## config.mk

```make
export PLATFORM = sky130hd
export DESIGN_NAME = cmac_chain_ctrl
export DESIGN_NICKNAME = d
export VERILOG_FILES = /design/src/rtl/cmac_chain_pkg.sv /design/src/rtl/cmac_chain_mask.sv /design/src/rtl/cmac_chain_fsm.sv /design/src/rtl/cmac_chain_dp.sv /design/src/rtl/cmac_chain_ctrl.sv
export SDC_FILE = /design/constraint.sdc
export NUM_CORES = 1
export LEC_CHECK = 0
export CORE_AREA = 4 4 279 281
export CTS_BUF_LIST = sky130_fd_sc_hd__clkbuf_8
export CTS_CLUSTER_DIAMETER = 60
export DETAILED_ROUTE_END_ITERATION = 6
export DIE_AREA = 0 0 283 285
export PLACE_DENSITY_LB_ADDON = 0.25
export SETUP_SLACK_MARGIN = 0.05
export SYNTH_ARGS = -nofsm -noshare
export SYNTH_HDL_FRONTEND = slang
export SYNTH_SLANG_ARGS = --single-unit
```

## constraint.sdc

```tcl
create_clock -name clk -period 1.7 [get_ports clk]
set_input_delay 0.425 -clock clk [delete_from_list [all_inputs] [get_ports clk]]
set_output_delay 0.425 -clock clk [all_outputs]
set_load 0.02 [all_outputs]
```

## src/rtl/cmac_chain_pkg.sv

```systemverilog
package cmac_chain_pkg;

  typedef enum logic [1:0] {
    ST_IDLE  = 2'd0,
    ST_ISSUE = 2'd1,
    ST_WAIT  = 2'd2
  } chainState_t;

  // strobes from control to datapath
  typedef struct packed {
    logic loadBlk;   // capture masked block into request register
    logic takeResp;  // cipher answer becomes chaining value
    logic finish;    // answer was for the final block: latch tag, zero chain
    logic clear;     // abort: zero chain
  } chainStrobe_t;

endpackage

```

## src/rtl/cmac_chain_mask.sv

```systemverilog
module cmac_chain_mask #(
  parameter int BLK_W = 128
) (
  input  logic             isLast,
  input  logic             isPadded,
  input  logic [BLK_W-1:0] subkey1,
  input  logic [BLK_W-1:0] subkey2,
  output logic [BLK_W-1:0] mask
);

  always_comb begin
    if (!isLast)       mask = '0;
    else if (isPadded) mask = subkey2;
    else               mask = subkey1;
  end

endmodule

```

## src/rtl/cmac_chain_fsm.sv

```systemverilog
module cmac_chain_fsm
  import cmac_chain_pkg::*;
(
  input  logic         clk,
  input  logic         rstN,
  input  logic         keyChange,
  input  logic         subkeyValid,
  input  logic         blkValid,
  input  logic         blkLast,
  output logic         blkReady,
  input  logic         cipherReqReady,
  output logic         cipherReqValid,
  input  logic         cipherRespValid,
  output logic         tagValid,
  output chainStrobe_t strobe
);

  chainState_t state, stateNext;
  logic        lastQ;
  logic        accept;

  assign blkReady       = (state == ST_IDLE) && subkeyValid && !keyChange;
  assign accept         = blkValid && blkReady;
  assign cipherReqValid = (state == ST_ISSUE) && !keyChange;

  always_comb begin
    strobe          = '0;
    strobe.loadBlk  = accept;
    strobe.takeResp = (state == ST_WAIT) && cipherRespValid && !keyChange;
    strobe.finish   = strobe.takeResp && lastQ;
    strobe.clear    = keyChange;
  end

  always_comb begin
    stateNext = state;
    unique case (state)
      ST_IDLE:  if (accept)          stateNext = ST_ISSUE;
      ST_ISSUE: if (cipherReqReady)  stateNext = ST_WAIT;
      ST_WAIT:  if (cipherRespValid) stateNext = ST_IDLE;
      default:                       stateNext = ST_IDLE;
    endcase
    if (keyChange) stateNext = ST_IDLE;
  end

  always_ff @(posedge clk) begin
    if (!rstN) begin
      state    <= ST_IDLE;
      lastQ    <= 1'b0;
      tagValid <= 1'b0;
    end else begin
      state    <= stateNext;
      tagValid <= strobe.finish;
      if (accept) lastQ <= blkLast;
    end
  end

  p_ready_needs_keys_r2: assert property (@(posedge clk) disable iff (!rstN)
    blkReady |-> subkeyValid);

  p_busy_blocks_input_r8: assert property (@(posedge clk) disable iff (!rstN)
    cipherReqValid |-> !blkReady);

  p_single_tag_pulse_r6: assert property (@(posedge clk) disable iff (!rstN)
    tagValid |=> !tagValid);

  p_tag_follows_resp_r6: assert property (@(posedge clk) disable iff (!rstN)
    tagValid |-> $past(cipherRespValid));

  p_abort_quiets_r10: assert property (@(posedge clk) disable iff (!rstN)
    keyChange |=> (!tagValid && !cipherReqValid));

endmodule

```

## src/rtl/cmac_chain_dp.sv

```systemverilog
module cmac_chain_dp
  import cmac_chain_pkg::*;
#(
  parameter int BLK_W = 128,
  parameter int TAG_W = 64
) (
  input  logic             clk,
  input  logic             rstN,
  input  chainStrobe_t     strobe,
  input  logic [BLK_W-1:0] blkData,
  input  logic [BLK_W-1:0] mask,
  input  logic [BLK_W-1:0] respData,
  output logic [BLK_W-1:0] reqData,
  output logic [TAG_W-1:0] tagData
);

  localparam int TAG_LSB = BLK_W - TAG_W;

  logic [BLK_W-1:0] chainQ;

  always_ff @(posedge clk) begin
    if (!rstN) begin
      chainQ  <= '0;
      reqData <= '0;
      tagData <= '0;
    end else begin
      if (strobe.loadBlk) reqData <= chainQ ^ blkData ^ mask;
      if (strobe.clear || strobe.finish) chainQ <= '0;
      else if (strobe.takeResp)          chainQ <= respData;
      if (strobe.finish) tagData <= respData[BLK_W-1:TAG_LSB];
    end
  end

endmodule

```

## src/rtl/cmac_chain_ctrl.sv

```systemverilog
module cmac_chain_ctrl
  import cmac_chain_pkg::*;
#(
  parameter int BLK_W = 128,
  parameter int TAG_W = 64
) (
  input  logic             clk,
  input  logic             rstN,
  input  logic             keyChange,
  input  logic             subkeyValid,
  input  logic [BLK_W-1:0] subkey1,
  input  logic [BLK_W-1:0] subkey2,
  input  logic             blkValid,
  output logic             blkReady,
  input  logic [BLK_W-1:0] blkData,
  input  logic             blkLast,
  input  logic             blkPadded,
  output logic             cipherReqValid,
  input  logic             cipherReqReady,
  output logic [BLK_W-1:0] cipherReqData,
  input  logic             cipherRespValid,
  input  logic [BLK_W-1:0] cipherRespData,
  output logic             tagValid,
  output logic [TAG_W-1:0] tagData
);

  chainStrobe_t     strobe;
  logic [BLK_W-1:0] mask;

  cmac_chain_fsm u_fsm (
    .clk             (clk),
    .rstN            (rstN),
    .keyChange       (keyChange),
    .subkeyValid     (subkeyValid),
    .blkValid        (blkValid),
    .blkLast         (blkLast),
    .blkReady        (blkReady),
    .cipherReqReady  (cipherReqReady),
    .cipherReqValid  (cipherReqValid),
    .cipherRespValid (cipherRespValid),
    .tagValid        (tagValid),
    .strobe          (strobe)
  );

  cmac_chain_mask #(.BLK_W(BLK_W)) u_mask (
    .isLast   (blkLast),
    .isPadded (blkPadded),
    .subkey1  (subkey1),
    .subkey2  (subkey2),
    .mask     (mask)
  );

  cmac_chain_dp #(.BLK_W(BLK_W), .TAG_W(TAG_W)) u_dp (
    .clk      (clk),
    .rstN     (rstN),
    .strobe   (strobe),
    .blkData  (blkData),
    .mask     (mask),
    .respData (cipherRespData),
    .reqData  (cipherReqData),
    .tagData  (tagData)
  );

  p_req_hold_r9: assert property (@(posedge clk) disable iff (!rstN)
    (cipherReqValid && !cipherReqReady && !keyChange) |=> (cipherReqValid && $stable(cipherReqData)));

endmodule

```

== After elaboration in Yosys (flattened, before gate mapping) ==
Index checks and enable logic that the tools add are counted.

* Flip-flop bits (word level): 324
* Latch bits: 0
* RAM bits: 0
* Memory bits (read-only): 0
* Input port bits: 521
* Output and inout port bits: 195
* Logic and storage cells: 33
* Memories kept: 0

* Add/subtract/negate cells: 0
* Multipliers: 0
* Div/mod/pow operators: 0
* Order comparisons: 0
* Eq/ne operators: 5
* Shifts and indexed selects: 0
* Muxes and demuxes: 6
* Bitwise gates (word level): 3
* Reductions and logical operators: 13

{| class="wikitable"
|+ Operator list
! cell !! number
|-
| 128-bit 2-to-1 mux || 2
|-
| 128-bit XOR || 2
|-
| 1-bit logical AND || 7
|-
| 2-bit 2-to-1 mux || 3
|-
| 2-bit case mux with 3 select lines || 1
|-
| 2-bit != test, second input constant || 2
|-
| 2-bit OR reduction || 2
|-
| 3-bit AND reduction || 1
|-
| 2-bit by 1-bit == test with 1-bit output, second input constant || 1
|-
| 2-bit == test, second input constant || 1
|-
| 2-bit logical NOT || 1
|-
| 2-bit by 1-bit != test with 1-bit output, second input constant || 1
|-
| 1-bit logical NOT || 1
|-
| 1-bit logical OR || 1
|-
| 1-bit inverter || 1
|}

== Depth between registers and ports, before layout ==
Gate-level depths: netlist of run 1.

* Depth in word-level cells: 6
* Gate-level depth with buffers: 5
* Depth with buffers taken out: 3

== Hierarchy ==
From an unflattened synthesis of run 1, not the netlist that was laid out.

* Cell total of the unflattened synthesis: 1780
* Area, all modules: 18236.2 µm²

{| class="wikitable"
|+ Modules (own cells, without submodules)
! module !! times used !! cells an instance !! area each (µm²)
|-
| cmac_chain_dp || 1 || 1474 || 15607.5
|-
| cmac_chain_mask || 1 || 284 || 2406.1
|-
| cmac_chain_fsm || 1 || 22 || 222.7
|}

== Worst setup path before layout of run 1 ==
No wires, ideal clock.

* Kind: register -> register
* Start: register u_fsm.state[1]
* End: register u_dp.reqData[100]
* Arrival time: 1572 ps
* Required time: 1583 ps
* Setup slack: 10 ps
* Stages on the path, launching flop included: 6
* Path buffers: 2
* Period minus slack after synthesis: 1690 ps
* Cell sequence: dfxtp_1 > nor4b_4 > a21boi_0 > buf_4 > buf_6 > a32o_1

* Word-level cells in the longest chain between the ends: 4

{| class="wikitable"
|+ RTL lines
! item !! line !! RTL
|-
| from (decl) || cmac_chain_fsm.sv:18 || <nowiki>chainState_t state, stateNext;</nowiki>
|-
| from (signal assigned) || cmac_chain_fsm.sv:51 || <nowiki>state <= stateNext;</nowiki>
|-
| 2-bit logical NOT || cmac_chain_fsm.sv:22 || <nowiki>assign blkReady = (state == ST_IDLE) && subkeyValid && !keyChange;</nowiki>
|-
| 1-bit logical AND (2 in a row) || cmac_chain_fsm.sv:22 ||
|-
| net blkReady || cmac_chain_ctrl.sv:14 || <nowiki>output logic blkReady,</nowiki>
|-
| 1-bit logical AND || cmac_chain_fsm.sv:23 || <nowiki>assign accept = blkValid && blkReady;</nowiki>
|-
| to (signal assigned) || cmac_chain_dp.sv:27 || <nowiki>if (strobe.loadBlk) reqData <= chainQ ^ blkData ^ mask;</nowiki>
|-
| to (decl) || cmac_chain_dp.sv:13 || <nowiki>output logic [BLK_W-1:0] reqData,</nowiki>
|}

The timed path passes the listed nets, and every way through them passes these cells.
A chain may end at the register's enable or synchronous reset.

== Worst setup path after layout of run 1 ==
* Start: input keyChange
* End: output blkReady

* Word-level cells in the longest chain between the ends: 2

{| class="wikitable"
|+ RTL lines
! item !! line !! RTL
|-
| from (decl) || cmac_chain_ctrl.sv:9 || <nowiki>input logic keyChange,</nowiki>
|-
| 1-bit logical NOT || cmac_chain_fsm.sv:22 ||
|-
| 1-bit logical AND || cmac_chain_fsm.sv:22 ||
|-
| to (decl) || cmac_chain_ctrl.sv:14 ||
|}

No other way between the ends.

==> summary.md, run 1 <==
| Metric | Value |
|---|---|
| Failing checks | `setup timing` |
| Tcrit/Tclk final | `111%` |
| Synth warnings | `0` |
| Detailed placement HPWL | `slightly above 50 mm` |
| CTS tree | `built` |
| Max IR drop VDD | `527 uV` |
| Syn_nets | `around 2100` |
| Antenna viol nets, final | `0` |
| Die Span X | `around 280 um` |
| Adder-Cell Fraction of Synth Area | `0%` |
| Core Area | `roughly 75000 sq um` |
| Drt pass-1 iters | `5` |
| Slew of the pin with the lowest slew margin | `roughly 0.52 ns` |
| Port buffer count | `715` |
| FF-to-FF path depth | `8` |
| Vias in the first global route | `~15000` |
| Largest net degree at the start of global routing | `between 60 and 70` |
| First-pass GRT wire length | `roughly 100 mm` |
| Pwr dens | `just under 800 nW/um^2` |
| Power Total | `slightly below 20 mW` |
| All-Layer GR Usage | `~16%` |
| Largest family of logic cells by synthesized area | `compound AO/OA/AOI/OAI gates` |
| Die Span Y | `about 290 um` |
| Slew Viols, Final | `0` |
| Mapped Avg Cell Area | `~9.4 sq um` |
| FF-to-FF setup slack | `-0.09 ns` |
| M1 GR Usage | `around a fifth` |
| Final WL | `70.8 mm` |
| Crit end category | `primary output` |
| CTS Buf Count | `between 60 and 70` |
| Post-layout worst setup margin | `-0.195 ns` |
| Vias/cell | `roughly 4.5` |
| Hold WC Path Type | `in2reg` |
| Area delta synth->final | `72.2%` |
| GR Overflow Total | `0` |
| Required time worst endpoint | `about 1.3 ns` |
| CTS sink cnt | `about 320` |
| Top Usage Layer GRT | `met2` |
| Row count | `between 100 and 150` |
| Synthesized area | `between 10000 and 15000 sq um` |
| Setup crit start | `keyChange` |
| Clk slew on worst S/H paths | `roughly 0.06 ns` |
| Max Cap Viol | `0` |
| End of the critical path | `blkReady` |
| Initial Utilization | `around a fifth` |
| Initial antenna violation count | `7` |
| Fmax | `approximately 0.53 GHz` |
| Die Area | `slightly above 80000 sq um` |
| FF-to-FF Start | `u_fsm.state[0]` |
| Min cycle time layout | `around 1.9 ns` |
| Io pins | `just over 700` |
| Final setup viols | `around 230` |
| Critical path peak fanout | `3` |
| Slew margin rel. | `64.6%` |
| Worst skew pair latency | `about 0.63 ns` |
| Clock root cell | `clkbuf_8` |
| Final hold vios | `0` |
| Synth Area in XOR/XNOR | `~7.6%` |
| Fin Setup TNS | `-16.15 ns` |
| GR met2 Demand/Resource | `28.2%` |
| # nets final | `2904` |
| CTS Hold Bufs | `0` |
| FF+latch count, synth | `between 300 and 400` |
| Status | `finished with violations` |
| Arr. time, crit path | `1.47 ns` |
| Cells after Synth | `roughly 1600` |
| Share of layout cells above drive strength 1 | `a little over 20%` |
| WL/cell | `slightly above 20 um` |
| CP Launch Type | `primary input` |
| Simple-gate portion of the synthesized area | `between 10 and 15%` |
| RSZ-0062 raised after global routing | `true` |
| Initial DRC count | `around 750` |
| Worst r2r dst | `u_dp.reqData[46]` |
| Proportion of synthesized area in mux cells | `8.69%` |
| H-tree depth | `3` |
| Clock Tree Buf Depth | `3` |
| Setup Skew | `0.0379 ns` |
| Seq/Total Area, Yosys | `44.0%` |
| GPL Wtd Cong | `0.846` |
| DRC | `0` |
| Met3 GRT Util | `under 10%` |
| Pleak | `~9.6 nW` |
| DP Worst Slack | `-0.647 ns` |
| Yosys cell types | `26` |
| Via count | `between 15000 and 20000` |
| Synth Area in Compound Gates | `between 20% and 30%` |
| WS Path Type | `in2out` |
final cells by class:
class / instances / area [sq um]
repair buffers: 880 / 8690
clock inverters: 36 / 256
fillers: 7772 / 50100
diodes: 7 / 17.5
flip-flops and latches: 324 / 6510
clock buffers: 83 / 1140
inverters: 1 / 8.76
well taps: 978 / 1220
multi-input cells: 1109 / 7530
routing by layer:
layer | part of all wire [%] | vias to the layer above
met2 | 49 | 536
li1 | - | 7370
met3 | 6.3 | 107
met1 | 42 | 7252
met5 | 0.018 | -
met4 | 2.6 | 2
registers in the layout, summed over array words and instances, names as in the netlist:
name and flops:
u_dp.chainQ 128, u_dp.reqData 128, u_dp.tagData 64, u_fsm.state 2, u_fsm.lastQ 1, u_fsm.tagValid 1
placed cells by master, fill, tap and decap left out, types with 2 or more instances in the layout:
| cell type | instances |
|---|---|
| dfxtp_2 | 20 |
| a21oi_1 | 125 |
| nand2_1 | 253 |
| buf_6 | 30 |
| clkinv_2 | 6 |
| a32o_1 | 128 |
| o21ai_0 | 128 |
| buf_8 | 3 |
| clkbuf_8 | 84 |
| nor2_1 | 2 |
| diode_2 | 7 |
| buf_12 | 35 |
| buf_4 | 182 |
| mux2i_1 | 128 |
| dfxtp_1 | 304 |
| bufbuf_16 | 4 |
| clkbuf_16 | 5 |
| bufinv_16 | 2 |
| clkinvlp_4 | 5 |
| clkdlybuf4s50_1 | 519 |
| nand2_2 | 4 |
| a22o_1 | 64 |
| inv_1 | 17 |
| a21oi_2 | 5 |
| buf_2 | 88 |
| buf_16 | 12 |
| inv_6 | 3 |
| xnor2_1 | 128 |
| inv_8 | 2 |
| or3_1 | 128 |
synthesized netlist by cell type:
cell type / instances / area (sq um)
nor4bb_1: 1 / 10.0
o21ai_0: 128 / 641
clkbuf_1: 49 / 184
o21a_1: 2 / 15.0
and3_1: 2 / 12.5
a21oi_1: 130 / 651
or3_1: 128 / 801
buf_2: 35 / 175
a22o_1: 64 / 561
buf_4: 5 / 37.5
nor3b_1: 2 / 15.0
a32o_1: 128 / 1280
nor4b_4: 1 / 23.8
mux2i_1: 128 / 1280
xnor2_1: 128 / 1120
nand2_1: 257 / 965
buf_1: 1 / 3.75
inv_1: 1 / 3.75
dfxtp_1: 324 / 6490
buf_6: 36 / 405
nor2_1: 3 / 11.3
a21boi_0: 2 / 15.0
nand3b_1: 1 / 7.51
nand4b_1: 1 / 8.76
nand2b_1: 2 / 12.5
or4bb_1: 1 / 11.3
worst max-delay path, stage by stage:
cell and delay [ns]:
clkdlybuf4s50_1 0.50, nor4b_4 0.35, buf_4 0.19
cells by family after synthesis:
kind of cell / count (synthesis)
XOR/XNOR: 128
buffers and inverters: 127
flip-flops: 324
AO/OA/AOI/OAI: 454
multiplexers: 128
AND/OR/NAND/NOR: 399
worst min-delay path by stage:
| stage | endpoint | from | depth (start not counted) | slack, ns |
|---|---|---|---|---|
| after global placement | u_dp.reqData[25] | u_dp.reqData[25] | 1 | 0.45 |
| final | u_dp.chainQ[2] | cipherRespData[2] | 3 | 0.34 |
| after global routing | u_dp.chainQ[17] | cipherRespData[17] | 3 | 0.29 |
| after CTS | u_dp.chainQ[2] | cipherRespData[2] | 3 | 0.23 |
| after detailed placement | u_dp.reqData[100] | u_dp.reqData[100] | 1 | 0.45 |
| after floorplan | u_dp.chainQ[0] | u_dp.chainQ[0] | 2 | 0.45 |
metrics by stage:
step | cell area [sq um] | cells | util, % | hold WS [ns]
3_3_place_gp | 23700 | 3251 | 31.4 | 0.448
6_report | 25400 | 3418 | 33.7 | 0.336
4_1_cts | 25100 | 3397 | 33.2 | 0.235
2_1_floorplan | 14700 | 1560 | - | 0.449
3_5_place_dp | 23700 | 3251 | 31.4 | 0.453
5_1_grt | 25400 | 3417 | 33.6 | 0.295
timing repair:
action	in CTS	in global routing
cloned	13	7
pin swaps	2	0
buffers inserted	14	7
hold endpoints to repair	0	0
setup endpoints to repair	325	275
resized for setup	958	39
where the power goes:
group / switching, mW / internal [mW]
logic: 1.29 / 1.86
registers: 0.0719 / 7.73
clock network: 3.83 / 4.77
total: 5.19 / 14.4
Note: power is estimated with default switching activity, not from simulation.
==> run 2: changes to the inputs <==
Settings changed: CORE_AREA 4 4 279 281 to 4 4 273 275, DIE_AREA 0 0 283 285 to 0 0 277 279, SLEW_MARGIN from default to 20.
==> run 2 against run 1 <==
Against the previous run: the run still ends with setup timing left; final cell count shrank 0.44%; count of clock-buffer cells in the layout grew 2; sequential share of layout area shrank 1.7 points; largest power group unchanged; highest routed layer unchanged.
==> summary.md, run 2 (synthesis results as in run 1) <==
| Metric | Value |
|---|---|
| Post-layout worst setup margin | `-0.171 ns (was -0.195 ns)` |
| Max Cap Viol | `0 (unchanged)` |
| CP Launch Type | `flip-flop (was primary input)` |
| First-pass GRT wire length | `98.9 mm (was 99.8 mm)` |
| Row count | `99 (was 101)` |
| CTS Hold Bufs | `0 (unchanged)` |
| Slew Viols, Final | `0 (unchanged)` |
| # nets final | `2915 (was 2904)` |
| Hold WC Path Type | `in2reg (unchanged)` |
| DRC | `0 (unchanged)` |
| Cells along the critical path | `nor4b_4, buf_4 (was clkdlybuf4s50_1, nor4b_4, buf_4)` |
| Pwr dens | `734 nW/um^2 (was 770 nW/um^2)` |
| Min cycle time layout | `1.87 ns (was 1.90 ns)` |
| Power Total | `20.0 mW (was 19.5 mW)` |
| Largest net degree at the start of global routing | `67 (was 65)` |
| Pleak | `10.3 nW (was 9.64 nW)` |
| CTS sink cnt | `324 (unchanged)` |
| Vias/cell | `4.55 (was 4.47)` |
| Largest registers | `u_dp.chainQ (128), u_dp.reqData (128), u_dp.tagData (64) (unchanged)` |
| Slowest stage delay, CP | `0.36 ns (was 0.50 ns)` |
| Area delta synth->final | `84.7% (was 72.2%)` |
| Worst skew pair latency | `0.64 ns (was 0.63 ns)` |
| Final setup viols | `167 (was 227)` |
| GPL Wtd Cong | `0.840 (was 0.846)` |
| Slew margin rel. | `53.3% (was 64.6%)` |
| Via count | `15497 (was 15267)` |
| Vias in the first global route | `15502 (was 15469)` |
| Io pins | `716 (unchanged)` |
| Required time worst endpoint | `1.27 ns (about the same)` |
| Util after Layout | `37.6% (was 33.7%)` |
| Most common cell after layout, fill and taps aside | `clkdlybuf4s50_1 (unchanged)` |
| CP delay by family, top | `flip-flops (was buffers and inverters)` |
| Initial antenna violation count | `4 (was 7)` |
| Port buffer count | `715 (unchanged)` |
| CTS Buf Count | `66 (was 67)` |
| Fmax | `0.535 GHz (was 0.528 GHz)` |
| Core Area | `72300 sq um (was 75400 sq um)` |
| Initial DRC count | `656 (was 752)` |
| Drt pass-1 iters | `5 (unchanged)` |
| Tcrit/Tclk final | `110% (was 111%)` |
| All-Layer GR Usage | `16.7% (was 16.3%)` |
| Clk slew on worst S/H paths | `0.06 ns (about the same)` |
| Clock root cell | `clkbuf_8 (unchanged)` |
| Failing checks | `setup timing (unchanged)` |
| Arr. time, crit path | `1.45 ns (was 1.47 ns)` |
| Crit end category | `primary output (unchanged)` |
| WS Path Type | `reg2out (was in2out)` |
| Final hold vios | `0 (unchanged)` |
| Antenna viol nets, final | `0 (unchanged)` |
| Clock Tree Buf Depth | `3 (unchanged)` |
| Detailed placement HPWL | `51.7 mm (was 52.0 mm)` |
| Critical path peak fanout | `3 (unchanged)` |
| Status | `finished with violations (unchanged)` |
| WL/cell | `22.6 um (was 20.7 um)` |
| Setup Skew | `0.0417 ns (was 0.0379 ns)` |
| Slew of the pin with the lowest slew margin | `0.695 ns (was 0.517 ns)` |
| Final WL | `77.0 mm (was 70.8 mm)` |
| Share of layout cells above drive strength 1 | `30.3% (was 20.6%)` |
| Most frequent cells in the layout | `clkdlybuf4s50_1 (518), dfxtp_1 (309), buf_4 (149) (was clkdlybuf4s50_1 (519), dfxtp_1 (304), nand2_1 (253))` |
| Cell Area, Placed | `23500 sq um (was 23700 sq um)` |
| RSZ-0062 raised after global routing | `true (unchanged)` |
| GR Overflow Total | `0 (unchanged)` |
| Initial Utilization | `20.4% (was 19.5%)` |
| Die Span X | `277 um (was 283 um)` |
| Post-route cell area | `27200 sq um (was 25400 sq um)` |
| Max IR drop VDD | `426 uV (was 527 uV)` |
| CTS tree | `built (unchanged)` |
| Die Span Y | `279 um (was 285 um)` |
| H-tree depth | `3 (unchanged)` |
| CP max-delay cell | `dfxtp_4 (was clkdlybuf4s50_1)` |
| Die Area | `77300 sq um (was 80700 sq um)` |
| Post-route worst hold slack | `0.343 ns (was 0.336 ns)` |
| Critical path buffer and inverter count | `1 (was 2)` |
| DP Worst Slack | `-0.613 ns (was -0.647 ns)` |
[run 2: cell types whose count changed in the layout (fill, tap and decap cells not counted), moves of 7 or more]
cell,delta
a21oi_1,-101
a21oi_2,+101
buf_12,+10
buf_4,-33
buf_8,+9
clkbuf_16,+25
dfxtp_2,-7
nand2_1,-130
nand2_2,+23
nand2_4,+107
[run 2: worst min-delay path, cell delays in order]
cell	delay, ns
clkdlybuf4s50_1	0.41
nand2_2	0.06
a21oi_2	0.04
[run 2: final timing paths]
kind	startpoint	endpoint	slack, ns	depth (start not counted)
worst max-delay path	u_fsm.state[1]	blkReady	-0.17	2
worst min-delay path	cipherRespData[15]	u_dp.chainQ[15]	0.34	3
worst max register to register	u_fsm.state[0]	u_dp.chainQ[32]	-0.08	7
worst min register to register	u_dp.reqData[12]	u_dp.reqData[12]	0.46	1
[run 2: area by class of cell]
cell class                      count  area, sq um
Antenna cell                        2         5.00
Sequential cell                   324         6510
Clock inverter                     31          256
Fill cell                        7227        45100
Multi-Input combinational cell   1109         8770
Clock buffer                       85         1170
Inverter                            1         8.76
Tap cell                          959         1200
Timing Repair Buffer              892         9300
[run 2: per-stage QoR]
step                      cells  TNS [ns]
after floorplan            1560         0
after global routing       3403    -18.87
after CTS                  3338    -15.36
after detailed placement   3213   -161.15
after global placement     3213   -160.48
final                      3403     -6.09
[run 2: routing by layer]
metal / GRT usage (%) / up-vias / wire, um
li1: - / 7390 / -
met1: 20.1 / 7472 / 33200
met2: 29.1 / 505 / 37400
met3: 4.28 / 126 / 4420
met4: 5.83 / 4 / 2000
met5: 0 / - / 24
[run 2: power by group]
part	switching, mW	internal (mW)
clock network	3.76	5.11
logic	1.40	1.93
registers	0.0701	7.72
total	5.23	14.8
[run 2: repair_timing]
action / CTS / global route
cloned: 6 / 39
gates resized for setup: 933 / 444
pin swaps: 20 / 226
setup endpoints to repair: 294 / 260
setup buffers: 3 / 29
hold endpoints to repair: 0 / 0
==> run 3: changes to the inputs <==
Settings changed: CTS_BUF_LIST sky130_fd_sc_hd__clkbuf_8 to sky130_fd_sc_hd__clkbuf_16, SLEW_MARGIN 20 to 30.
==> run 3 against run 2 <==
Against the previous run: highest routed layer unchanged; clock power fell by 5.2%; non-clock buffer count down 37; the run still ends with setup timing left; register-to-register slack worse by 0.04 ns; utilization down 2.1 points; largest power group unchanged; final cell count down 2.2%.
==> summary.md, run 3 (synthesis results as in run 1) <==
| Metric | Value |
|---|---|
| Detailed placement HPWL | `51.7 mm (unchanged)` |
| DRC | `0 (unchanged)` |
| CP Launch Type | `flip-flop (unchanged)` |
| Clock network fraction of total power | `43.5% (was 44.4%)` |
| Area delta synth->final | `74.6% (was 84.7%)` |
| Largest net degree at the start of global routing | `67 (unchanged)` |
| H-tree depth | `2 (was 3)` |
| Crit end category | `flip-flop (was primary output)` |
| Row count | `99 (unchanged)` |
| Pleak | `9.15 nW (was 10.3 nW)` |
| Failing checks | `setup timing (unchanged)` |
| Post-layout worst setup margin | `-0.121 ns (was -0.171 ns)` |
| Vias in the first global route | `15432 (was 15502)` |
| Die Area | `77300 sq um (unchanged)` |
| Via count | `14931 (was 15497)` |
| Antenna viol nets, final | `0 (unchanged)` |
| Cell Area, Placed | `23500 sq um (unchanged)` |
| Clk slew on worst S/H paths | `0.06 ns (about the same)` |
| Status | `finished with violations (unchanged)` |
| First-pass GRT wire length | `99.2 mm (was 98.9 mm)` |
| Final hold vios | `0 (unchanged)` |
| Clock root cell | `clkbuf_16 (was clkbuf_8)` |
| WL/cell | `20.9 um (was 22.6 um)` |
| Power Total | `19.3 mW (was 20.0 mW)` |
| Pwr dens | `751 nW/um^2 (was 734 nW/um^2)` |
| # nets final | `2856 (was 2915)` |
| Die Span X | `277 um (unchanged)` |
| GPL Wtd Cong | `0.840 (unchanged)` |
| Register Area | `6490 sq um (was 6510 sq um)` |
| Final setup viols | `187 (was 167)` |
| Post-route worst hold slack | `0.423 ns (was 0.343 ns)` |
| Reg power frac | `40.3% (was 39.0%)` |
| Worst skew pair latency | `0.54 ns (was 0.64 ns)` |
| Fin Setup TNS | `-12.21 ns (was -6.09 ns)` |
| Most frequent cells in the layout | `clkdlybuf4s50_1 (518), dfxtp_1 (322), nand2_1 (255) (was clkdlybuf4s50_1 (518), dfxtp_1 (309), buf_4 (149))` |
| CTS sink cnt | `324 (unchanged)` |
| Hold WC Path Type | `in2reg (unchanged)` |
| CTS Buf Count | `44 (was 66)` |
| CTS Hold Bufs | `0 (unchanged)` |
| Comb pwr share | `16.3% (was 16.6%)` |
| HP Start | `cipherRespData[5] (was cipherRespData[15])` |
| Critical path peak fanout | `8 (was 3)` |
| Fin cells | `3327 (was 3403)` |
| Fmax | `0.549 GHz (was 0.535 GHz)` |
| Die Span Y | `279 um (unchanged)` |
| Sw Ratio | `25.6% (was 26.2%)` |
| RSZ-0062 raised after global routing | `true (unchanged)` |
| Post-route cell area | `25700 sq um (was 27200 sq um)` |
| GR Overflow Total | `0 (unchanged)` |
| Internal power | `14.4 mW (was 14.8 mW)` |
| Max IR drop VDD | `719 uV (was 426 uV)` |
| Vias/cell | `4.49 (was 4.55)` |
| Setup Skew | `0.0117 ns (was 0.0417 ns)` |
| Slew margin rel. | `53.9% (was 53.3%)` |
| Arr. time, crit path | `2.23 ns (was 1.45 ns)` |
| Initial Utilization | `20.4% (unchanged)` |
| All-Layer GR Usage | `16.7% (about the same)` |
| Initial DRC count | `792 (was 656)` |
| Footprint of the multi-input gates | `7510 sq um (was 8770 sq um)` |
| Setup crit start | `u_fsm.state[0] (was u_fsm.state[1])` |
| Placed insts | `3213 (unchanged)` |
| Tcrit/Tclk final | `107% (was 110%)` |
| Final WL | `69.5 mm (was 77.0 mm)` |
| CTS tree | `built (unchanged)` |
| Max Cap Viol | `0 (unchanged)` |
| Initial antenna violation count | `4 (unchanged)` |
| Required time worst endpoint | `2.11 ns (was 1.27 ns)` |
| Clock Tree Buf Depth | `3 (unchanged)` |
| Most common cell after layout, fill and taps aside | `clkdlybuf4s50_1 (unchanged)` |
| Core Area | `72300 sq um (unchanged)` |
| Filler cells | `7337 (was 7227)` |
| Io pins | `716 (unchanged)` |
| Total net switching power | `4.96 mW (was 5.23 mW)` |
| Share of layout cells above drive strength 1 | `17.3% (was 30.3%)` |
| Slew of the pin with the lowest slew margin | `0.687 ns (was 0.695 ns)` |
| FF-to-FF Start | `u_fsm.state[0] (unchanged)` |
| WS Path Type | `reg2reg (was reg2out)` |
| Slew Viols, Final | `0 (unchanged)` |
| Drt pass-1 iters | `5 (unchanged)` |
| Min cycle time layout | `1.82 ns (was 1.87 ns)` |
| Largest registers | `u_dp.chainQ (128), u_dp.reqData (128), u_dp.tagData (64) (unchanged)` |
| Port buffer count | `715 (unchanged)` |
## run 3: cell types whose count changed in the layout (fill, tap and decap cells not counted), sizes merged
cell,before,now
bufinv,4,0
dlymetal6s2s,1,0
inv,19,15
bufbuf,0,1
buf,342,164
clkdlybuf4s18,0,1
clkinv,8,14
diode,2,3
clkdlybuf4s15,0,161
dlygate4sd2,0,1
clkinvlp,1,3
clkbuf,116,54
## run 3: stage by stage
step	setup WS [ns]	utilization (%)
2_1_floorplan	0.0131	-
3_3_place_gp	-0.654	32.5
3_5_place_dp	-0.613	32.5
4_1_cts	-0.141	35.1
5_1_grt	-0.182	35.6
6_report	-0.121	35.6
## run 3: final cells by class
| type | instances | area share, % |
|---|---|---|
| timing repair buffer | 855 | 35.9 |
| multi-input combinational | 1109 | 29.2 |
| sequential | 324 | 25.2 |
| tap | 959 | 4.66 |
| clock buffer | 45 | 4.38 |
| clock inverter | 31 | 0.647 |
| inverter | 1 | 0.0340 |
| antenna | 3 | 0.0292 |
## run 3: path summary, 6_finish.rpt
kind | to | slack [ns] | depth (start not counted)
min | u_dp.chainQ[5] | 0.42 | 3
max reg2reg | u_dp.chainQ[47] | -0.12 | 7
max | u_dp.chainQ[47] | -0.12 | 7
min reg2reg | u_dp.reqData[87] | 0.46 | 1
## run 3: per-layer routing
| metal | global-route usage (%) | part of all wire [%] | routed length (um) |
|---|---|---|---|
| met1 | 20.4 | 42 | 29300 |
| met2 | 29.5 | 49 | 34300 |
| met3 | 3.71 | 5.6 | 3920 |
| met4 | 5.08 | 2.7 | 1880 |
| met5 | 0 | 0.035 | 24 |
## run 3: worst max-delay path, cell delays in order, from the launching register on
cell and delay (ns):
dfxtp_2 0.34, buf_4 0.16, or4bb_4 0.58, buf_12 0.18, buf_12 0.12, buf_16 0.14
nand2_1 0.08, a21oi_1 0.07
## run 3: power groups by stage
| stage | clock [mW] | sequential [mW] | combinational [mW] |
|---|---|---|---|
| floorplan | 0 | 8.10 | 0.984 |
| global placement | 0 | 7.95 | 3.13 |
| detailed placement | 0 | 7.96 | 3.17 |
| CTS | 8.73 | 7.79 | 3.14 |
| global route | 8.99 | 7.80 | 3.37 |
| finish | 8.41 | 7.79 | 3.15 |
## run 3: timing repair
item | 4_1_cts | 5_1_grt
endpoints found under the setup margin | 314 | 283
gates cloned | 12 | 9
resized for setup | 659 | 9
pin swaps | 10 | 1
buffers inserted | 7 | 7
endpoints found under the hold margin | 0 | 0
